`config.mk`:
```
export PLATFORM = sky130hd
export DESIGN_NAME = prim_regbank
export DESIGN_NICKNAME = d
export VERILOG_FILES = /design/src/rtl/prim_regbank_pkg.sv /design/src/rtl/prb_front.sv /design/src/rtl/prb_back.sv /design/src/rtl/prb_seq.sv /design/src/rtl/prim_regbank.sv
export SDC_FILE = /design/constraint.sdc
export NUM_CORES = 2
export LEC_CHECK = 0
export ABC_CLOCK_PERIOD_IN_PS = 2590
export BUFFER_PORTS_ARGS = -buffer_cell sky130_fd_sc_hd__buf_2
export CORE_ASPECT_RATIO = 0.6
export CORE_MARGIN = 2
export CORE_UTILIZATION = 51
export DETAILED_ROUTE_END_ITERATION = 7
export GPL_TIMING_DRIVEN = 0
export PLACE_DENSITY = 0.74
export SYNTH_ARGS = -nofsm -noshare
export SYNTH_HDL_FRONTEND = slang
export SYNTH_SLANG_ARGS = --single-unit
```
`constraint.sdc`:
```
create_clock -name clk -period 2.59 [get_ports clk]
set_input_delay 0.1295 -clock clk [delete_from_list [all_inputs] [get_ports clk]]
set_output_delay 0.1295 -clock clk [all_outputs]
set_load 0.02 [all_outputs]
```
`src/rtl/prim_regbank_pkg.sv`:
```
package prim_regbank_pkg;

    localparam int unsigned LAUNCH_IDX = 15;
    localparam int unsigned COLOR_LO   = 8;
    localparam int unsigned COLOR_HI   = 11;
    localparam int unsigned STATUS_IDX = 17;
    localparam int unsigned BUSY_BIT   = 0;
    localparam int unsigned PEND_BIT   = 2;

    typedef struct packed {
        logic busy;
        logic pend;
    } seq_state_t;

    typedef enum logic [1:0] {
        ACT_NONE,
        ACT_XFER,
        ACT_QUEUE,
        ACT_RETIRE
    } seq_act_t;

    function automatic bit is_pipelined(input int unsigned idx);
        return !(idx >= COLOR_LO && idx <= COLOR_HI);
    endfunction

endpackage

```
`src/rtl/prb_front.sv`:
```
module prb_front #(
    parameter int unsigned DATA_W  = 32,
    parameter int unsigned N_WORDS = 16,
    parameter int unsigned IDX_W   = 6
) (
    input  logic                             clk,
    input  logic                             rst,
    input  logic                             wr_hit,
    input  logic [IDX_W-1:0]                 wr_idx,
    input  logic [DATA_W-1:0]                wr_data,
    output logic [N_WORDS-1:0][DATA_W-1:0]   slave_q,
    output logic [N_WORDS-1:0][DATA_W-1:0]   slave_nxt
);

    always_comb begin
        for (int i = 0; i < int'(N_WORDS); i++) begin
            slave_nxt[i] = (wr_hit && wr_idx == IDX_W'(i)) ? wr_data : slave_q[i];
        end
    end

    always_ff @(posedge clk) begin
        if (rst) slave_q <= '0;
        else     slave_q <= slave_nxt;
    end

endmodule

```
`src/rtl/prb_back.sv`:
```
module prb_back
    import prim_regbank_pkg::*;
#(
    parameter int unsigned DATA_W  = 32,
    parameter int unsigned N_WORDS = 16
) (
    input  logic                             clk,
    input  logic                             rst,
    input  logic                             xfer,
    input  logic [N_WORDS-1:0][DATA_W-1:0]   slave_q,
    input  logic [N_WORDS-1:0][DATA_W-1:0]   slave_nxt,
    output logic [N_WORDS-1:0][DATA_W-1:0]   eng_regs
);

    for (genvar g = 0; g < int'(N_WORDS); g++) begin : g_word
        if (is_pipelined(g)) begin : g_dbl
            logic [DATA_W-1:0] master_q;
            always_ff @(posedge clk) begin
                if (rst)       master_q <= '0;
                else if (xfer) master_q <= slave_nxt[g];
            end
            assign eng_regs[g] = master_q;
        end else begin : g_sgl
            assign eng_regs[g] = slave_q[g];
        end
    end

endmodule

```
`src/rtl/prb_seq.sv`:
```
module prb_seq
    import prim_regbank_pkg::*;
(
    input  logic clk,
    input  logic rst,
    input  logic launch,
    input  logic done,
    output logic busy,
    output logic pend,
    output logic xfer,
    output logic go
);

    seq_state_t st_q, st_d;
    seq_act_t   act;

    always_comb begin
        act = ACT_NONE;
        if (!st_q.busy) begin
            if (launch) act = ACT_XFER;
        end else if (done) begin
            if (st_q.pend || launch) act = ACT_XFER;
            else                     act = ACT_RETIRE;
        end else if (launch && !st_q.pend) begin
            act = ACT_QUEUE;
        end
    end

    always_comb begin
        st_d = st_q;
        unique case (act)
            ACT_XFER:   begin st_d.busy = 1'b1; st_d.pend = 1'b0; end
            ACT_QUEUE:  st_d.pend = 1'b1;
            ACT_RETIRE: st_d.busy = 1'b0;
            default:    ;
        endcase
    end

    always_ff @(posedge clk) begin
        if (rst) begin
            st_q <= '0;
            go   <= 1'b0;
        end else begin
            st_q <= st_d;
            go   <= (act == ACT_XFER);
        end
    end

    assign xfer = (act == ACT_XFER);
    assign busy = st_q.busy;
    assign pend = st_q.pend;

endmodule

```
`src/rtl/prim_regbank.sv`:
```
module prim_regbank
    import prim_regbank_pkg::*;
#(
    parameter int unsigned DATA_W  = 32,
    parameter int unsigned N_WORDS = 16,
    parameter int unsigned ADDR_W  = 8
) (
    input  logic                             clk,
    input  logic                             rst,
    input  logic                             wr_en,
    input  logic [ADDR_W-1:0]                wr_addr,
    input  logic [DATA_W-1:0]                wr_data,
    input  logic [ADDR_W-1:0]                rd_addr,
    output logic [DATA_W-1:0]                rd_data,
    input  logic                             eng_done,
    output logic                             eng_go,
    output logic [N_WORDS-1:0][DATA_W-1:0]   eng_regs
);

    localparam int unsigned IDX_W = ADDR_W - 2;

    logic [IDX_W-1:0] wr_idx, rd_idx;
    logic             wr_hit, launch, xfer, busy_q, pend_q;
    logic [N_WORDS-1:0][DATA_W-1:0] slave_q, slave_nxt;
    logic             unused_lane;

    assign wr_idx      = wr_addr[ADDR_W-1:2];
    assign rd_idx      = rd_addr[ADDR_W-1:2];
    assign unused_lane = ^{wr_addr[1:0], rd_addr[1:0]};
    assign wr_hit      = wr_en && (wr_idx < IDX_W'(N_WORDS));
    assign launch      = wr_en && (wr_idx == IDX_W'(LAUNCH_IDX));

    prb_front #(.DATA_W(DATA_W), .N_WORDS(N_WORDS), .IDX_W(IDX_W)) u_front (
        .clk(clk), .rst(rst), .wr_hit(wr_hit), .wr_idx(wr_idx),
        .wr_data(wr_data), .slave_q(slave_q), .slave_nxt(slave_nxt)
    );

    prb_back #(.DATA_W(DATA_W), .N_WORDS(N_WORDS)) u_back (
        .clk(clk), .rst(rst), .xfer(xfer), .slave_q(slave_q),
        .slave_nxt(slave_nxt), .eng_regs(eng_regs)
    );

    prb_seq u_seq (
        .clk(clk), .rst(rst), .launch(launch), .done(eng_done),
        .busy(busy_q), .pend(pend_q), .xfer(xfer), .go(eng_go)
    );

    always_comb begin
        rd_data = '0;
        for (int i = 0; i < int'(N_WORDS); i++) begin
            if (rd_idx == IDX_W'(i)) rd_data = slave_q[i];
        end
        if (rd_idx == IDX_W'(STATUS_IDX)) begin
            rd_data[BUSY_BIT] = busy_q;
            rd_data[PEND_BIT] = pend_q;
        end
    end

endmodule

```
* Word level (Yosys, flattened, before mapping)
Cells that the tools add are included.
** Storage, ports and cells
- Word-level logic and storage cells :: 128
- Input bits :: 52
- Latch bits :: 0
- Output and inout port bits :: 545
- Memory bits (writable) :: 0
- Memory bits (read-only) :: 0
- Flip-flop bits (word level) :: 899
- Memories :: 0
** Operators by class
- Multipliers :: 0
- Divide/modulo/power cells :: 0
- Shift-type cells :: 0
- Reduce and logical (&&, ||, !) cells :: 25
- Magnitude comparators :: 1
- Muxes and demuxes :: 37
- Eq/ne operators :: 34
- Bitwise operators :: 0
- Add/sub/neg operators :: 0
** Operators with widths (count)
- $mux 32 :: 28
- $eq 6x4->1 const B :: 16
- $eq 6x3->1 const B :: 8
- $eq 6x2->1 const B :: 4
- $logic_and 1x1->1 :: 19
- $eq 6x1->1 const B :: 2
- $logic_not 6->1 :: 2
- $mux 2 :: 4
- $eq 6x5->1 const B :: 1
- $lt 6x5->1 const B :: 1
- $eq 2x2->1 const B :: 2
- $pmux 1 s2 :: 2
- $reduce_bool 2->1 :: 2
- $mux 1 :: 3
- $eq 2x1->1 const B :: 1
- $logic_not 1->1 :: 1
- $logic_or 1x1->1 :: 1

* Longest topological paths before layout
- Depth in word-level cells :: 18
- Gate-level depth with buffers :: 14
- Gate-level depth less buffers :: 9

* Cells and area by module
From an unflattened synthesis, not the netlist that was laid out.
** Unflattened totals
- Cell total of the unflattened synthesis :: 4398
- Area total of the unflattened synthesis :: 45849.0 um^2
** By module, submodules not included
- prb_front :: cells an instance 2375, times used 1, seq. area each 10249.8 um^2, area each 25996.2 um^2
- prb_back :: cells an instance 1366, times used 1, seq. area each 7687.4 um^2, area each 14931.8 um^2
- prim_regbank :: cells an instance 642, times used 1, seq. area each 0.0 um^2, area each 4778.3 um^2
- prb_seq :: cells an instance 15, times used 1, seq. area each 60.1 um^2, area each 142.6 um^2

* Worst setup path after synthesis
OpenSTA, ideal clock, no wires.
- Kind :: input port to flip-flop
- From :: in wr_addr[6]
- To :: reg u_back.g_word[15].g_dbl.master_q[23]
- Data required time :: 2.504 ns
- Buffers on the path :: 7
- Arrival time :: 2.772 ns
- Setup time :: 0.086 ns
- Path slack :: -0.267 ns
- Stages :: 14
- Path through :: and4bb_1 > and2_1 > clkbuf_1 > nand3_1 > buf_2 > buf_4 > o21ai_0 > ha_1 > clkbuf_1 > clkbuf_1 > clkbuf_1 > clkbuf_1 > nor2_1 > a211oi_1
** Between the ends
- Longest elaborated chain between the ends :: 7
- Elaborated cells on any way between the ends :: 14
- Classes of those cells :: order compare (1); eq/ne (2); mux (6); reduce/logical (5)
** Ends and longest elaborated chain
- start, declared :: RTL line prim_regbank.sv:11 : input logic [ADDR_W-1:0] wr_addr,
- $eq 6x4->1 (*) :: RTL line prim_regbank.sv:31 : assign launch = wr_en && (wr_idx == IDX_W'(LAUNCH_IDX));
- $logic_and 1x1->1 (*) :: RTL line prim_regbank.sv:31
- $logic_and 1x1->1 / $logic_or 1x1->1 (equally long branches) :: RTL line prb_seq.sv:24, prb_seq.sv:22
- $mux 2 (on tied branches) :: RTL line prb_seq.sv:24, prb_seq.sv:22
- $mux 2 :: RTL line prb_seq.sv:21 : end else if (done) begin
- $mux 2 (*) :: RTL line prb_seq.sv:19 : if (!st_q.busy) begin
- $eq 2x1->1 (*) :: RTL line prb_seq.sv:49 : assign xfer = (act == ACT_XFER);
- net u_back.xfer :: RTL line prb_back.sv:9 : input logic xfer,
- end signal, assigned :: RTL line prb_back.sv:20 : else if (xfer) master_q <= slave_nxt[g];
- end, declared :: RTL line prb_back.sv:17 : logic [DATA_W-1:0] master_q;
The timed path passes the listed nets; every way through them passes the cells marked *.
A chain may end at the register's enable or synchronous reset.

* Worst setup path after layout
- From :: reg u_front.slave_q[162] in the netlist's numbering
- To :: out rd_data[2]
** Between the ends
- Longest elaborated chain between the ends :: 12
** Ends and longest elaborated chain
- start, declared :: RTL line prb_front.sv:11 : output logic [N_WORDS-1:0][DATA_W-1:0] slave_q,
- start signal, assigned :: RTL line prb_front.sv:23 : else slave_q <= slave_nxt;
- $mux 32 (11 in a row) :: RTL line prim_regbank.sv:51 : if (rd_idx == IDX_W'(i)) rd_data = slave_q[i];
- $mux 1 :: RTL line prim_regbank.sv:53 : if (rd_idx == IDX_W'(STATUS_IDX)) begin
- end, declared :: RTL line prim_regbank.sv:14 : output logic [DATA_W-1:0] rd_data,
Every way passes these cells.

==> results.md <==
* Peak supply drop at 0.634 mV
* Critical setup path kind: flop to primary output
* P per Cell Area at 625 nW/um2
* Buffer cell driving the clock tree root: sky130_fd_sc_hd__clkbuf_16
* CP Cell Sequence: mux2_4, a222oi_1, o211ai_1, o221ai_1, o21ai_2, buf_6
* Final-stage net count at 4,812
* Layout Utilization at 64.1%
* Weighted congestion reported at the end of routability-driven placement at 1.11
* Number of core rows at 76
* Maximum number of pins on one net before global-route repair at 20
* TritonCTS clock tree: done
* Antenna violations before repair at 17
* Number of buffers added by the clock tree synthesis step at 79
* Maximum buffer depth of the clock tree at 3
* Type of element capturing the critical path: primary output
* Number of global-route vias before repair at 34,400
* Average footprint of a synthesized cell at 9.19 um2
* Stage delay of the slowest cell on the critical path at 0.78 ns
* Fillcell total at 5,867
* H-Tree Depth at 3
* Share of the clock period used by the worst path after layout at 111%
* Post-DR wirelength/cell at 35.0 um
* Final routed wirelength across all metal layers at 203,000 um
* Remaining max-slew budget at the tightest pin at -13.7%
* Unrepaired setup endpoints after global routing: true
* Slew Limit Fails at 74
* Area added between synthesis and finish at 24.5%
* Hold WC Path Type: input pin to flop
* Clock slew at the register clock pins of the worst setup and hold paths at 0.08 ns
* Vias at 38,100
* Placement Cell Area at 41,200 um2
* Fraction of layout cells with a size suffix above 1 at 27.4%
* Post-placement setup slack at -2.09 ns
* Final setup vio count at 27
* CP arrival at 2.74 ns
* Area of combinational cells with multiple inputs at 17,200 um2
* Via-per-instance ratio at 6.57
* Dominant register cell in the synthesized netlist: sky130_fd_sc_hd__dfxtp_1
* Minimum clock period after layout at 2.87 ns
* Final design instance area without fill at 46,000 um2
* First-pass detailed-route iteration total at 8
* First-pass GRT wire length at 270,000 um
* Kind of launch point of the worst setup path: flop
* I/O pin total at 597
* Net Count, Synth at 4,077
* Post-synthesis sequential area ratio at 48.7%
* Initial core utilization at 51.5%
* Detail Placement HPWL at 156,000 um
* Buffer and inverter count on the worst path at 1
* Proportion of register bits with asynchronous set or reset after synthesis at 0%
* Buffers added on ports at 590
* Achievable Freq at 349 MHz
* Core box area at 71,800 um2
* FF+latch count, synth at 899
* Failing checks: capacitance limit, slew limit, setup timing
* Worst slew pin tran at 1.71 ns
* Data required time at the worst endpoint at 2.46 ns
* Number of cells produced by synthesis at 4,022
* Category of cells accounting for the largest share of critical-path delay: compound AO/OA/AOI/OAI gates
* Cell area after synthesis at 37,000 um2
* Antenna Violating Nets Remaining at 0
* Number of enable flip-flop cells after synthesis at 0
* GRT Residual Overflow at 0
* Number of sinks on the clock net at 899
* Hold Violations, Final at 0
* # Max-Cap Violations at 7
* Biggest fanout along the worst timing path at 2
* Vertical die dimension at 213 um
* Total chip power at 28.8 mW
* Detailed router's first-iteration violation count at 6,488
* Lkg Pwr at 19.8 nW
* Yosys Warn Count at 0
* Drt drc at 0
* Run status: finished, violations left
* Die footprint at 74,800 um2
* Register cell area after layout at 18,000 um2
* Distinct cell type count after synthesis at 82
* Highest-delay cell along the critical path: sky130_fd_sc_hd__o211ai_1
* Minimum setup slack in the final design at -0.279 ns
* Worst clock skew on the final layout at 0.0269 ns
* Die Span X at 352 um
* Overall routing resource usage at 52.4%
* Worst skew pair latency at 0.67 ns
==> tightest hold or removal path: cells and delay by family <==
family	cells	cell delay (ns)
buffers and inverters	1	0.23
muxes	1	0.23
and+or+nand+nor	1	0.06
==> registers in the layout (all words and copies together) (netlist names) <==
| register | flops |
|---|---|
| u_front.slave_q | 512 |
| u_back.g_word.g_dbl.master_q | 384 |
| u_seq.busy | 1 |
| u_seq.go | 1 |
| u_seq.pend | 1 |
==> cell families (layout without fill, tap and decap cells) <==
group                      count (synthesis)  after routing  share of synthesized area, %
AOI/OAI and AO/OA                        851            851                          15.7
and+or+nand+nor                         1275           1275                          14.0
other                                      0             16                             0
muxes                                    486            486                          14.5
buffers and inverters                    507           1295                          6.96
DFF                                      899            899                          48.7
xor gates and xnor gates                   1              1                        0.0237
adders and majority gates                  3              3                         0.102
==> layout make-up <==
class                   count  area share, %
flip-flops and latches    899           39.2
multi-input cells        2616           37.4
repair buffers            659           8.04
plain buffers             493           6.93
clock buffers             110           4.95
well taps                 975           2.65
clock inverters            24          0.679
diodes                     16         0.0870
inverters                   9         0.0843
==> power by group <==
part	internal (mW)	switching [mW]
clock network	6.68	5.60
registers	13.9	0.0875
logic	0.613	1.86
total	21.2	7.54
==> cell usage after synthesis, drive strengths merged (13+ instances only) <==
| library cell | n | area share, % |
|---|---|---|
| a22oi | 20 | 0.41 |
| o22ai | 21 | 0.36 |
| mux4 | 37 | 2.3 |
| nand2b | 16 | 0.27 |
| o21ai | 65 | 0.88 |
| dfxtp | 899 | 49 |
| a211oi | 403 | 8.2 |
| nor2 | 836 | 8.5 |
| nand3 | 16 | 0.22 |
| mux2i | 422 | 11 |
| a221oi | 16 | 0.38 |
| buf | 228 | 4.1 |
| nor2b | 14 | 0.24 |
| mux2 | 27 | 0.82 |
| a21oi | 211 | 2.9 |
| o2bb2ai | 13 | 0.31 |
| clkbuf | 270 | 2.7 |
| nand2 | 330 | 3.3 |
==> cell usage in the layout, fill, tap and decap left out, types with 10 or more instances in the layout <==
| cell type | instances |
|---|---|
| sky130_fd_sc_hd__buf_6 | 35 |
| sky130_fd_sc_hd__buf_2 | 606 |
| sky130_fd_sc_hd__a21oi_1 | 196 |
| sky130_fd_sc_hd__clkbuf_2 | 80 |
| sky130_fd_sc_hd__o221ai_1 | 10 |
| sky130_fd_sc_hd__mux4_2 | 37 |
| sky130_fd_sc_hd__o211ai_1 | 10 |
| sky130_fd_sc_hd__nand2b_1 | 14 |
| sky130_fd_sc_hd__nand3_1 | 13 |
| sky130_fd_sc_hd__a22oi_1 | 18 |
| sky130_fd_sc_hd__o2bb2ai_1 | 13 |
| sky130_fd_sc_hd__clkbuf_1 | 170 |
| sky130_fd_sc_hd__mux2_2 | 25 |
| sky130_fd_sc_hd__nor2b_1 | 13 |
| sky130_fd_sc_hd__o21ai_0 | 47 |
| sky130_fd_sc_hd__dfxtp_2 | 24 |
| sky130_fd_sc_hd__o21ai_1 | 11 |
| sky130_fd_sc_hd__clkbuf_4 | 22 |
| sky130_fd_sc_hd__mux2i_1 | 414 |
| sky130_fd_sc_hd__buf_12 | 18 |
| sky130_fd_sc_hd__diode_2 | 16 |
| sky130_fd_sc_hd__clkbuf_8 | 17 |
| sky130_fd_sc_hd__o22ai_1 | 18 |
| sky130_fd_sc_hd__nand2_1 | 322 |
| sky130_fd_sc_hd__dfxtp_1 | 874 |
| sky130_fd_sc_hd__nor2_1 | 820 |
| sky130_fd_sc_hd__dlygate4sd3_1 | 30 |
| sky130_fd_sc_hd__a21oi_2 | 12 |
| sky130_fd_sc_hd__buf_4 | 194 |
| sky130_fd_sc_hd__clkbuf_16 | 82 |
| sky130_fd_sc_hd__a211oi_1 | 394 |
| sky130_fd_sc_hd__clkinv_2 | 12 |
==> layer usage <==
layer  share of wire [%]  global-route usage [%]
met2                  38                    69.6
met4                 5.4                    22.6
met1                  39                    69.8
met5                0.27                       0
met3                  17                    27.6
==> metrics by stage <==
step	setup TNS (ns)	hold slack [ns]	cells
floorplan	-5.23	0.293	4022
global placement	-600.45	0.460	5587
detailed placement	-614.33	0.474	5589
CTS	-0.820	0.000880	5766
global route	-1.04	0.0268	5788
finish	-1.98	0.0337	5801
==> worst paths after layout <==
kind	startpoint	end	slack (ns)	depth (start not counted)
hold reg to reg	u_front.slave_q[270]$_SDFFE_PP0P_	u_front.slave_q[270]$_SDFFE_PP0P_	0.48	2
setup reg to reg	u_seq.busy$_SDFFE_PP0P_	u_back.g_word[12].g_dbl.master_q[16]$_SDFFE_PP0P_	0.25	6
setup / recovery	u_front.slave_q[162]$_SDFF_PP0_	rd_data[2]	-0.28	6
hold / removal	wr_data[3]	u_front.slave_q[35]$_SDFF_PP0_	0.03	3
==> timing repair <==
item	CTS	global route
setup buffers	17	17
pin swaps	34	30
hold buffers	30	0
hold endpoints to repair	117	0
gates cloned	0	0
setup endpoints to repair	417	425
gates resized for setup	356	127
Power figures use the tool's default switching activity.
